--- src/rtl/spi_regport_pkg.sv ---
package spi_regport_pkg;
    typedef enum logic [1:0] {
        ST_IDLE,
        ST_CMD,
        ST_WDATA,
        ST_RDATA
    } rp_state_t;
endpackage

--- src/rtl/spi_rp_sync.sv ---
module spi_rp_sync #(
    parameter int              WIDTH   = 3,
    parameter int              STAGES  = 2,
    parameter logic [WIDTH-1:0] RST_VAL = '0
) (
    input  logic             clk,
    input  logic             rst_n,
    input  logic [WIDTH-1:0] d,
    output logic [WIDTH-1:0] q,
    output logic [WIDTH-1:0] q_prev
);
    for (genvar b = 0; b < WIDTH; b++) begin : g_bit
        logic [STAGES:0] pipe_q;
        always_ff @(posedge clk or negedge rst_n) begin
            if (!rst_n) pipe_q <= {(STAGES+1){RST_VAL[b]}};
            else        pipe_q <= {pipe_q[STAGES-1:0], d[b]};
        end
        assign q[b]      = pipe_q[STAGES-1];
        assign q_prev[b] = pipe_q[STAGES];
    end
endmodule

--- src/rtl/spi_rp_core.sv ---
module spi_rp_core
    import spi_regport_pkg::*;
#(
    parameter int ADDR_W = 6,
    parameter int DATA_W = 8
) (
    input  logic              clk,
    input  logic              rst_n,
    input  logic              cs_act,
    input  logic              spc_rise,
    input  logic              spc_fall,
    input  logic              sdi_s,
    output logic [ADDR_W-1:0] reg_addr,
    output logic              reg_re,
    output logic              reg_we,
    output logic [DATA_W-1:0] reg_wdata,
    input  logic [DATA_W-1:0] reg_rdata,
    output logic              drv,
    output logic              tx_bit
);
    localparam int CNT_W = $clog2(DATA_W);
    localparam logic [CNT_W-1:0] LAST_BIT = CNT_W'(DATA_W - 1);

    rp_state_t         state_q, state_d;
    logic [CNT_W-1:0]  cnt_q;
    logic [DATA_W-2:0] sh_q;
    logic [ADDR_W-1:0] addr_q;
    logic [DATA_W-1:0] tx_q, wdata_q;
    logic              we_q, ld_q, drv_q, bit_q;
    logic              byte_end, cmd_dir;

    assign byte_end = spc_rise && (cnt_q == LAST_BIT);
    assign cmd_dir  = sh_q[ADDR_W];

    always_comb begin
        state_d = state_q;
        if (!cs_act) begin
            state_d = ST_IDLE;
        end else begin
            unique case (state_q)
                ST_IDLE:  state_d = ST_CMD;
                ST_CMD:   if (byte_end) state_d = cmd_dir ? ST_WDATA : ST_RDATA;
                ST_WDATA: state_d = ST_WDATA;
                ST_RDATA: state_d = ST_RDATA;
            endcase
        end
    end

    always_ff @(posedge clk or negedge rst_n) begin
        if (!rst_n) state_q <= ST_IDLE;
        else        state_q <= state_d;
    end

    always_ff @(posedge clk or negedge rst_n) begin
        if (!rst_n) begin
            cnt_q   <= '0;
            sh_q    <= '0;
            addr_q  <= '0;
            tx_q    <= '0;
            wdata_q <= '0;
            we_q    <= 1'b0;
            ld_q    <= 1'b0;
            drv_q   <= 1'b0;
            bit_q   <= 1'b0;
        end else begin
            we_q <= 1'b0;
            ld_q <= 1'b0;
            if (ld_q) begin
                tx_q   <= reg_rdata;
                addr_q <= addr_q + 1'b1;
            end
            if (we_q) addr_q <= addr_q + 1'b1;
            if (!cs_act) begin
                cnt_q <= '0;
                drv_q <= 1'b0;
                bit_q <= 1'b0;
            end else if (spc_rise) begin
                sh_q  <= {sh_q[DATA_W-3:0], sdi_s};
                cnt_q <= cnt_q + 1'b1;
                if (byte_end) begin
                    unique case (state_q)
                        ST_IDLE, ST_CMD: begin
                            addr_q <= sh_q[ADDR_W-1:0];
                            ld_q   <= !cmd_dir;
                        end
                        ST_WDATA: begin
                            we_q    <= 1'b1;
                            wdata_q <= {sh_q, sdi_s};
                        end
                        ST_RDATA: ld_q <= 1'b1;
                    endcase
                end
            end else if (spc_fall && state_q == ST_RDATA) begin
                bit_q <= tx_q[DATA_W-1];
                tx_q  <= {tx_q[DATA_W-2:0], 1'b0};
                drv_q <= 1'b1;
            end
        end
    end

    assign reg_addr  = addr_q;
    assign reg_re    = ld_q;
    assign reg_we    = we_q;
    assign reg_wdata = wdata_q;
    assign drv       = drv_q;
    assign tx_bit    = bit_q;


    we_single_pulse_chk: assert property (@(posedge clk) disable iff (!rst_n)
        reg_we |=> !reg_we);

    addr_step_chk: assert property (@(posedge clk) disable iff (!rst_n)
        (reg_we || reg_re) |=> reg_addr == $past(reg_addr) + 1'b1);

    we_needs_select_chk: assert property (@(posedge clk) disable iff (!rst_n)
        reg_we |-> $past(cs_act));
endmodule

--- src/rtl/spi_rp_pinmux.sv ---
module spi_rp_pinmux (
    input  logic drv,
    input  logic tx_bit,
    input  logic three_wire,
    output logic sdo,
    output logic sdo_oe,
    output logic sdio_o,
    output logic sdio_oe
);
    assign sdo_oe  = drv && !three_wire;
    assign sdio_oe = drv && three_wire;
    assign sdo     = sdo_oe  && tx_bit;
    assign sdio_o  = sdio_oe && tx_bit;


    one_driver_chk: assert final (!(sdo_oe && sdio_oe));
endmodule

--- src/rtl/spi_regport.sv ---
module spi_regport #(
    parameter int ADDR_W      = 6,
    parameter int DATA_W      = 8,
    parameter int SYNC_STAGES = 2
) (
    input  logic              clk,
    input  logic              rst_n,
    input  logic              cs_n,
    input  logic              spc,
    input  logic              sdi,
    input  logic              three_wire,
    output logic              sdo,
    output logic              sdo_oe,
    output logic              sdio_o,
    output logic              sdio_oe,
    output logic [ADDR_W-1:0] reg_addr,
    output logic              reg_re,
    output logic              reg_we,
    output logic [DATA_W-1:0] reg_wdata,
    input  logic [DATA_W-1:0] reg_rdata
);
    logic [2:0] pin_s, pin_p;
    logic       cs_act, spc_rise, spc_fall, drv, tx_bit;

    spi_rp_sync #(.WIDTH(3), .STAGES(SYNC_STAGES), .RST_VAL(3'b110)) u_sync (
        .clk(clk), .rst_n(rst_n), .d({cs_n, spc, sdi}), .q(pin_s), .q_prev(pin_p)
    );

    assign cs_act   = !pin_s[2];
    assign spc_rise = pin_s[1] && !pin_p[1];
    assign spc_fall = !pin_s[1] && pin_p[1];

    spi_rp_core #(.ADDR_W(ADDR_W), .DATA_W(DATA_W)) u_core (
        .clk(clk), .rst_n(rst_n), .cs_act(cs_act), .spc_rise(spc_rise),
        .spc_fall(spc_fall), .sdi_s(pin_s[0]), .reg_addr(reg_addr),
        .reg_re(reg_re), .reg_we(reg_we), .reg_wdata(reg_wdata),
        .reg_rdata(reg_rdata), .drv(drv), .tx_bit(tx_bit)
    );

    spi_rp_pinmux u_pinmux (
        .drv(drv), .tx_bit(tx_bit), .three_wire(three_wire),
        .sdo(sdo), .sdo_oe(sdo_oe), .sdio_o(sdio_o), .sdio_oe(sdio_oe)
    );


    idle_quiet_chk: assert property (@(posedge clk) disable iff (!rst_n)
        (!cs_act && !$past(cs_act)) |-> !(sdo_oe || sdio_oe));

    write_quiet_chk: assert property (@(posedge clk) disable iff (!rst_n)
        reg_we |-> !(sdo_oe || sdio_oe));
endmodule

--- config.mk ---
export PLATFORM = sky130hd
export DESIGN_NAME = spi_regport
export DESIGN_NICKNAME = d
export VERILOG_FILES = /design/src/rtl/spi_regport_pkg.sv /design/src/rtl/spi_rp_sync.sv /design/src/rtl/spi_rp_core.sv /design/src/rtl/spi_rp_pinmux.sv /design/src/rtl/spi_regport.sv
export SDC_FILE = /design/constraint.sdc
export NUM_CORES = 1
export LEC_CHECK = 0
export BUFFER_PORTS_ARGS = -buffer_cell sky130_fd_sc_hd__buf_4
export CORE_ASPECT_RATIO = 0.75
export CORE_MARGIN = 2
export CORE_UTILIZATION = 45
export CTS_CLUSTER_SIZE = 30
export DETAILED_ROUTE_END_ITERATION = 10
export HOLD_SLACK_MARGIN = 0.1
export PLACE_DENSITY_LB_ADDON = 0.08
export SLEW_MARGIN = 40
export SYNTH_ARGS = -nofsm -noshare
export SYNTH_HDL_FRONTEND = slang
export SYNTH_HIERARCHICAL = 1
export SYNTH_SLANG_ARGS = --single-unit
--- constraint.sdc ---
create_clock -name clk -period 2.5 [get_ports clk]
set_input_delay 0.5 -clock clk [delete_from_list [all_inputs] [get_ports clk]]
set_output_delay 0.5 -clock clk [all_outputs]
set_load 0.02 [all_outputs]
==> reports/results.txt <==
Critical path data required time -> 2700 ps
Pwr dens -> 635 mW/mm^2
# H-tree levels -> 2
Mean Syn Cell Area -> 13.4 sq um
Hold crit path type -> input port to async pin
Root Buffer -> clkbuf_8
Sum Neg Setup Slack -> 0 ps
FMAX -> 503 MHz
Largest net degree at the start of global routing -> 46
Die height -> 61.2 microns
Worst Hold Slack -> 185 ps
Netlist Area Pre-Place -> 0.00196 sq mm
Worst setup EP type -> register
Run status -> finished clean
Max VDD drop -> 0.000457 V
Fin nets -> 196
Floorplan core area -> 0.00413 sq mm
# hold bufs at CTS -> 0
Placer Congestion -> 0.747
Crit-path slowest cell -> or4b_1
Slew HR -> 62.4%
Mapped Nets -> 164
Most used cell, CP -> ha_1
Inserted Clock Buffers -> 5
Finish-stage setup viols -> 0
Antenna Nets Post-Route -> 0
CTS tree -> built
Slew @ Worst Pin -> 562 ps
Chip Width -> 80.3 microns
Max stage delay on crit path -> 490 ps
DRC -> 0
Final Cycle Share -> 79.5%
Starting Density -> 47.6%
PortBufs -> 33
Ys Warns -> 6
RSZ-0062 raised after global routing -> no
HPWL after DPL -> 2.25 mm
Mapped Cells -> 147
First-pass GRT wire length -> 5.46 mm
Layout filler cell count -> 358
Skew-Pair Late Insertion Delay -> 290 ps
Data arrival, critical path -> 2190 ps
Critical path cell sequence -> ha_1 -> ha_1 -> nand4b_1 -> or4b_1 -> o211ai_1
Reg clk slew, reported paths -> 80 ps
Skew final -> 5.43 ps
Clock period minus worst slack -> 1990 ps
GRT Util Overall -> 14.8%
TritonRoute pass-1 iters -> 4
Post-Route WL -> 3.20 mm
Antenna violations before repair -> 0
Wirelength per Cell -> 13.6 microns
Initial DRC Count -> 29
Overflow after GRT -> 0
Layout cells sized above 1 -> 46.1%
Placed inst area -> 0.00222 sq mm
Clk sinks -> 45
Longest Clk Path Bufs -> 2
Die Area -> 0.00492 sq mm
Vias/cell -> 5.06
WS Path Type -> register to register
Num rows -> 20
DR vias -> 1188
N_diodes -> 0
Gates resized, CTS repair -> 0
Vias in the first global route -> 1180
Final Hold Fails -> 0
Max FO, Critical Path -> 13
Leakage -> 1.16 nW
Max-slew violation count -> 0
Critical Path Source Type -> register
Post-CTS Setup Bufs -> 0
Max cap viols -> 0
Area Overhead vs Synth -> 19.3%
Fin area -> 0.00234 sq mm
Total Power -> 1.49 mW
# IOs -> 34
[power by group]
group	internal (mW)	switching, mW	total, mW
sequential	0.783	0.0517	0.835
clock	0.325	0.232	0.557
combinational	0.0526	0.0432	0.0958
total	1.16	0.327	1.49
[flip-flops by register name (all words and copies together), names as in the netlist]
| name | flops |
|---|---|
| u_core/drv | 1 |
| u_core/reg_addr | 6 |
| u_core/cnt_q | 3 |
| u_sync/g_bit.pipe_q | 7 |
| u_core/sh_q | 7 |
| u_core/reg_re | 1 |
| u_core/state_q | 2 |
| u_core/tx_q | 8 |
| u_core/tx_bit | 1 |
| u_core/reg_wdata | 8 |
| u_core/reg_we | 1 |
[area by class of cell]
| type | instances | area [sq um] | area share [%] |
|---|---|---|---|
| multi-input combinational | 90 | 759 | 32.4 |
| clock buffer | 6 | 82.6 | 3.52 |
| sequential | 45 | 1130 | 48.3 |
| tap | 55 | 68.8 | 2.94 |
| clock inverter | 2 | 37.5 | 1.60 |
| inverter | 4 | 15.0 | 0.641 |
| timing repair buffer | 33 | 248 | 10.6 |
[stage by stage]
| stage | util, % | instances | setup WS [ps] |
|---|---|---|---|
| after floorplan | - | 147 | 762 |
| after global placement | 53.8 | 227 | 609 |
| after detailed placement | 53.8 | 227 | 581 |
| after CTS | 56.8 | 235 | 551 |
| after global routing | 56.8 | 235 | 438 |
| final | 56.8 | 235 | 511 |
[final timing paths]
kind	startpoint	to	slack, ps	depth (start not counted)
setup / recovery	u_core/cnt_q[0]$_DFFE_PN0P_	u_core/reg_addr[5]$_DFF_PN0_	510	5
hold / removal	rst_n	u_core/reg_wdata[2]$_DFFE_PN0P_	190	1
setup reg to reg	u_core/cnt_q[0]$_DFFE_PN0P_	u_core/reg_addr[5]$_DFF_PN0_	510	5
hold reg to reg	u_sync/g_bit[0].pipe_q[0]$_DFF_PN0_	u_sync/g_bit[0].pipe_q[1]$_DFF_PN0_	360	0
max in group asynchronous	rst_n	u_sync/g_bit[1].pipe_q[2]$_DFF_PN1_	1940	1
min in group clk	cs_n	u_sync/g_bit[2].pipe_q[0]$_DFF_PN1_	310	1
[critical path: cells and delay by family, from the launching register on]
kind,cells,cell delay [ps]
AOI/OAI and AO/OA,1,90
adders and majority gates,2,450
DFF,1,410
and+or+nand+nor,2,930
[layout by cell type, fill, tap and decap left out, drive strengths merged, types with 5 or more instances in the layout]
master and n:
mux2 28, clkbuf 6, a21oi 5, dfstp 5
nand2 6, buf 33, nor2 8, dfrtp 40
xor2 5
[metal layers]
metal  vias up  wire, microns  global-route usage, %
met3         5            176                   4.11
met1       571           1550                   19.4
met2        36           1420                   23.2
met4         0             51                   7.51
li1        576              -                      -
met5         -              0                      0
Note: power is estimated with default switching activity, not from simulation.
